## src/rtl/sd_cmd_engine.sv

```systemverilog
module sd_cmd_engine #(
  parameter int PRESC_W  = 8,
  parameter int TOUT_CYC = 64,
  parameter int TOUT_W   = $clog2(TOUT_CYC)
) (
  input  logic               clk,
  input  logic               rst_n,
  input  logic [PRESC_W-1:0] presc,
  input  logic [31:0]        cmd_arg,
  input  logic               ctl_we,
  input  logic [10:0]        ctl_word,
  input  logic               crc_skip,
  input  logic               sts_we,
  input  logic [12:9]        sts_wdata,
  output logic [12:9]        sts,
  output logic [31:0]        resp0,
  output logic [31:0]        resp1,
  output logic [31:0]        resp2,
  output logic [31:0]        resp3,
  output logic               busy,
  output logic               sd_clk,
  output logic               cmd_out,
  output logic               cmd_oe,
  input  logic               cmd_in
);

  localparam int TX_BITS = 48;
  localparam int SH_BITS = 48;
  localparam int LG_BITS = 136;

  typedef enum logic [1:0] {S_IDLE, S_TX, S_WAIT, S_RX} st_t;

  function automatic logic [6:0] crc7_of(input logic [119:0] d, input int n);
    logic [6:0] c;
    logic fb;
    c = '0;
    for (int i = 0; i < 120; i++) begin
      if (i < n) begin
        fb = d[119-i] ^ c[6];
        c  = {c[5:0], 1'b0} ^ (fb ? 7'h09 : 7'h00);
      end
    end
    return c;
  endfunction

  st_t                 state;
  logic [PRESC_W-1:0]  div_cnt;
  logic [PRESC_W:0]    eff, hlf;
  logic                rise_ev, fall_ev;
  logic [47:0]         frame_q;
  logic [7:0]          bcnt;
  logic [TOUT_W-1:0]   tcnt;
  logic                want_rsp, long_q, skip_q;
  logic [134:0]        rx_sr;
  logic [135:0]        nxt;
  logic [7:0]          first_byte;
  logic [6:0]          tx_crc, rx_crc;
  logic [7:0]          rx_total;
  logic                start_req, done_tx, start_seen, tout_hit, rx_last, crc_bad;

  assign eff     = (presc == '0) ? (PRESC_W+1)'(1) : {1'b0, presc};
  assign hlf     = (eff + 1'b1) >> 1;
  assign rise_ev = {1'b0, div_cnt} >= eff;
  assign fall_ev = !rise_ev && ({1'b0, div_cnt} == hlf - 1'b1);

  always_ff @(posedge clk or negedge rst_n)
    if (!rst_n) begin
      div_cnt <= '0;
      sd_clk  <= 1'b0;
    end else begin
      div_cnt <= rise_ev ? '0 : div_cnt + 1'b1;
      if (rise_ev)      sd_clk <= 1'b1;
      else if (fall_ev) sd_clk <= 1'b0;
    end

  assign first_byte = (ctl_word[7:0] | 8'h40) & 8'h7F;
  assign tx_crc     = crc7_of({first_byte, cmd_arg, 80'b0}, 40);
  assign start_req  = ctl_we && ctl_word[8] && state == S_IDLE;

  assign nxt        = {rx_sr, cmd_in};
  assign rx_total   = long_q ? 8'(LG_BITS) : 8'(SH_BITS);
  assign rx_crc     = long_q ? crc7_of(nxt[127:8], 120) : crc7_of({nxt[47:8], 80'b0}, 40);

  assign done_tx    = state == S_TX && fall_ev && bcnt == 8'(TX_BITS);
  assign start_seen = state == S_WAIT && rise_ev && !cmd_in;
  assign tout_hit   = state == S_WAIT && rise_ev && cmd_in && tcnt == TOUT_W'(TOUT_CYC-1);
  assign rx_last    = state == S_RX && rise_ev && (bcnt + 8'd1 == rx_total);
  assign crc_bad    = rx_last && (rx_crc != nxt[7:1]) && !skip_q;
  assign busy       = state != S_IDLE;

  always_ff @(posedge clk or negedge rst_n)
    if (!rst_n) begin
      state    <= S_IDLE;
      frame_q  <= '0;
      bcnt     <= '0;
      tcnt     <= '0;
      want_rsp <= 1'b0;
      long_q   <= 1'b0;
      skip_q   <= 1'b0;
      rx_sr    <= '0;
      cmd_out  <= 1'b1;
      cmd_oe   <= 1'b0;
      resp0    <= '0;
      resp1    <= '0;
      resp2    <= '0;
      resp3    <= '0;
    end else begin
      case (state)
        S_IDLE:
          if (start_req) begin
            frame_q  <= {first_byte, cmd_arg, tx_crc, 1'b1};
            want_rsp <= ctl_word[9];
            long_q   <= ctl_word[10];
            skip_q   <= crc_skip;
            bcnt     <= '0;
            state    <= S_TX;
          end
        S_TX:
          if (fall_ev) begin
            if (done_tx) begin
              cmd_oe  <= 1'b0;
              cmd_out <= 1'b1;
              tcnt    <= '0;
              state   <= want_rsp ? S_WAIT : S_IDLE;
            end else begin
              cmd_oe  <= 1'b1;
              cmd_out <= frame_q[47];
              frame_q <= {frame_q[46:0], 1'b0};
              bcnt    <= bcnt + 8'd1;
            end
          end
        S_WAIT:
          if (start_seen) begin
            rx_sr <= '0;
            bcnt  <= 8'd1;
            state <= S_RX;
          end else if (tout_hit) begin
            state <= S_IDLE;
          end else if (rise_ev) begin
            tcnt <= tcnt + 1'b1;
          end
        S_RX:
          if (rise_ev) begin
            rx_sr <= nxt[134:0];
            bcnt  <= bcnt + 8'd1;
            if (rx_last) begin
              state <= S_IDLE;
              if (long_q) begin
                resp0 <= nxt[127:96];
                resp1 <= nxt[95:64];
                resp2 <= nxt[63:32];
                resp3 <= nxt[31:0];
              end else begin
                resp0 <= nxt[39:8];
              end
            end
          end
        default: state <= S_IDLE;
      endcase
    end

  always_ff @(posedge clk or negedge rst_n)
    if (!rst_n) sts <= '0;
    else        sts <= (sts & ~(sts_we ? sts_wdata : 4'b0))
                     | {crc_bad, done_tx, tout_hit, rx_last};

  AST_START_BIT_LOW: assert property (@(posedge clk) disable iff (!rst_n)
    $rose(cmd_oe) |-> !cmd_out);
  AST_END_BIT_HIGH: assert property (@(posedge clk) disable iff (!rst_n)
    $fell(cmd_oe) |-> $past(cmd_out));
  AST_DRIVE_ON_FALL: assert property (@(posedge clk) disable iff (!rst_n)
    (cmd_oe && !$stable(cmd_out)) |-> $fell(sd_clk));
  AST_SENT_AT_RELEASE: assert property (@(posedge clk) disable iff (!rst_n)
    $fell(cmd_oe) |-> sts[11]);
  AST_IDLE_NOT_DRIVING: assert property (@(posedge clk) disable iff (!rst_n)
    !busy |-> !cmd_oe);
  AST_IGNORE_WHILE_BUSY: assert property (@(posedge clk) disable iff (!rst_n)
    (busy && ctl_we) |=> ($stable(long_q) && $stable(want_rsp) && $stable(skip_q)));
  AST_CLEAR_ONLY_BY_WRITE: assert property (@(posedge clk) disable iff (!rst_n)
    $fell(sts[9]) |-> $past(sts_we && sts_wdata[9]));

endmodule

```

## config.mk

```make
export PLATFORM = sky130hd
export DESIGN_NAME = sd_cmd_engine
export DESIGN_NICKNAME = d
export VERILOG_FILES = /design/src/rtl/sd_cmd_engine.sv
export SDC_FILE = /design/constraint.sdc
export NUM_CORES = 1
export LEC_CHECK = 0
export ABC_AREA = 1
export BUFFER_PORTS_ARGS = -buffer_cell sky130_fd_sc_hd__buf_4
export CAP_MARGIN = 20
export CORE_MARGIN = 2
export CORE_UTILIZATION = 55
export CTS_CLUSTER_DIAMETER = 50
export DETAILED_ROUTE_END_ITERATION = 10
export PLACE_DENSITY = 0.8
export SLEW_MARGIN = 30
export SYNTH_ARGS = -nofsm -noshare
export SYNTH_HDL_FRONTEND = slang
export SYNTH_SLANG_ARGS = --single-unit
```

## constraint.sdc

```tcl
create_clock -name clk -period 5.77 [get_ports clk]
set_input_delay 1.154 -clock clk [delete_from_list [all_inputs] [get_ports clk]]
set_output_delay 1.154 -clock clk [all_outputs]
set_load 0.005 [all_outputs]
```

==> results.yml <==
die:
  die_h_um: 200
  coreArea_mm2: 0.0378
  dieWidth_um: 200
  start_util_pct: 56.0
  num_rows: 71
  die_area_mm2: 0.0401
  ios: 197
sta:
  max_freq_ghz: 0.139
  setup_ws_ps: -1400
  grt_setup_unrepaired: "yes"
  period_needed_ps: 7170
  drv_slew: 0
  period_share_pct: 124
  setup_viol: 1
  worstMarginPinSlew_ps: 851
  hold_viol_final: 0
  max_slew_margin_pct: 43.2
  whs_ps: 477
  fin_skew_ps: 15.0
grt:
  grt.busiest_layer: "met2"
  use_met3_pct: 3.76
  met1_usage_pct: 38.1
  grt.total_usage_pct: 28.2
  grt-ovfl-total: 0
  grt_pass1_wl_um: 94100
  gr-usage-met2_pct: 46.1
  antenna_found_initial: 0
  grt_max_degree: 128
  grt_pass1_vias: 19000
synth:
  synth_nets: 2899
  synth_edf_count: 0
  synthFlopType: "dfrtp_1"
  ys.warnings.count: 0
  ys_types: 46
  yosysMostFrequentCell: "nand2_1"
  yosys.area.top_type: "dfrtp_1"
  ys_ff_latch: 337
  yosysSeqAreaShare_pct: 39.9
  syn_area_per_cell_um2: 7.49
  yosys-top-cells-area: "dfrtp_1 40%, nand2_1 13%, nand3_1 8.5%"
  netlist_top_cells_count: "736 x nand2_1, 359 x nand3_1, 336 x dfrtp_1"
  syn-cell-area_mm2: 0.0212
  syn_inst: 2824
  synthArstFlopShare_pct: 100
  synth.top_cell.area_share_pct: 39.7
routing:
  num_vias: 19700
  drt-pass1-iter-count: 6
  vias_per_cell: 5.48
  wirelength_um: 57500
  ant_nets: 0
  wl_per_cell_um: 16.0
  drt_iter0_drc: 1470
  drcViolationCount: 0
clocking:
  clock_tree.root_cell: "clkbuf_16"
  htreeDepth: 2
  cts_buffer_depth: 3
  cts_hold_buf: 0
  clkTransAtPathRegs_ps: 60
  clock_latency_ps: 570
  numCtsBuffers: 43
  cts_tree: "built"
  cts_sinks: 337
placement:
  dp_hpwl_um: 40900
  port_buffers: 194
  place_inst: 3493
  place_area_mm2: 0.0234
  gp_congestion: 0.926
setup_path:
  worstPathArrival_ps: 7630
  crit_slowest_cell: "dfrtp_2"
  cp_slowest_stage_delay_ps: 440
  path_buf_inv: 13
  required_ps: 6230
  cp-end-kind: "flop"
  critPathMostFrequentCell: "nand2_2"
  worstSetupPathType: "flop to flop"
  cp-start-kind: "flop"
  crit_family: "simple AND/OR/NAND/NOR gates"
  cp_max_fo: 6
finish:
  drive_gt1_share_pct: 29.0
  fin_area_mm2: 0.0259
  seq_area_mm2: 0.00844
  n_fill_cell: 3028
  fin_nets: 3115
  multi_input_area_mm2: 0.0122
  final_core_util_pct: 68.6
  final_cells: 3585
  syn_to_final_growth_pct: 22.3
  antenna_cells: 0
status:
  violations: "setup timing"
  status: "finished with violations"
worst_hold_path:
  hp-class: "flop to flop"
flow_run:
  max_cap_violations: 0
==> worst paths after layout <==
check / from / to / slack (ps) / cells past startpoint
setup / recovery: rx_sr[124]$_DFFE_PN0P_ / sts[12]$_DFF_PN0_ / -1400 / 76
hold / removal: sts[12]$_DFF_PN0_ / sts[12]$_DFF_PN0_ / 480 / 2
setup reg to reg: rx_sr[124]$_DFFE_PN0P_ / sts[12]$_DFF_PN0_ / -1400 / 76
hold reg to reg: sts[12]$_DFF_PN0_ / sts[12]$_DFF_PN0_ / 480 / 2
max in group asynchronous: rst_n / resp1[23]$_DFFE_PN0P_ / 3860 / 2
min in group asynchronous: rst_n / frame_q[37]$_DFFE_PN0P_ / 660 / 1
==> logic make-up (layout without fill, tap and decap cells) <==
kind of cell               Yosys count  after routing  synth area share [%]
AOI/OAI and AO/OA                  359            359                  9.09
xor gates and xnor gates           163            163                  6.78
adders and majority gates           14             14                 0.828
buffers and inverters              377            627                  6.86
DFF                                337            337                  39.9
muxes                                2              2                 0.106
and+or+nand+nor                   1572           1572                  36.5
==> per-layer routing <==
metal  share of wire (%)  vias to the layer above  routed length (µm)
met5                   0                        -                   0
met4                 3.6                        0                2060
met3                 5.3                      142                3050
met2                  47                      591               27300
met1                  44                     9362               25100
li1                    -                     9565                   -
==> sequential cells by signal, summed over array words and instances, names as in the netlist, 8 cells and up <==
signal and cells:
resp0 32, frame_q 48, resp1 32, resp2 32, rx_sr 127, resp3 32, bcnt 8, div_cnt 8
==> cell usage in the layout, fill, tap and decap left out, drive strengths merged <==
cell | netlist | final
dfstp | 1 | 1
nor2 | 154 | 154
ha | 14 | 14
inv | 272 | 282
dfrtp | 336 | 336
nor4 | 3 | 3
a221oi | 1 | 1
clkbuf | 90 | 61
clkinvlp | 0 | 1
a21oi | 18 | 18
a21boi | 1 | 1
o21ai | 254 | 254
and2 | 1 | 1
clkinv | 2 | 8
buf | 13 | 274
bufinv | 0 | 1
a31oi | 72 | 72
o21a | 1 | 1
o211ai | 5 | 5
or3 | 1 | 1
nor3b | 1 | 1
nand4 | 12 | 12
xnor2 | 75 | 75
nand2 | 982 | 982
and3 | 1 | 1
o41ai | 1 | 1
mux2 | 2 | 2
or2 | 1 | 1
o22ai | 2 | 2
a211oi | 2 | 2
nand3 | 408 | 408
o31ai | 2 | 2
nor3 | 8 | 8
xor2 | 88 | 88
==> layout make-up <==
cell class / count / share of cell area, %
Multi-Input combinational cell: 2110 / 47.3
Inverter: 274 / 4.03
Clock inverter: 18 / 0.725
Timing Repair Buffer: 274 / 8.23
Sequential cell: 337 / 32.6
Tap cell: 511 / 2.47
Clock buffer: 61 / 4.66
==> worst register-to-register path, delay by kind of cell, from the launching register on <==
kind | cells | cell delay, ps
simple gates | 63 | 5670
buf+inv | 13 | 920
flops | 1 | 440
==> per-stage QoR <==
| stage | setup TNS, ps | setup WS, ps |
|---|---|---|
| after floorplan | -109 | -109 |
| after global placement | -1080 | -1080 |
| after detailed placement | -1400 | -1400 |
| after CTS | -1120 | -1120 |
| after global routing | -2050 | -2050 |
| final | -1400 | -1400 |
==> what timing repair did <==
action,4_1_cts,5_1_grt
gates resized for setup,111,132
buffers inserted,6,7
pin swaps,39,76
setup endpoints to repair,1,1
endpoints found under the hold margin,0,0
cloned,0,0
Power is left out: the tool's default activity adds up to more than one toggle a clock period on the data nets, which glitch-free logic cannot reach.
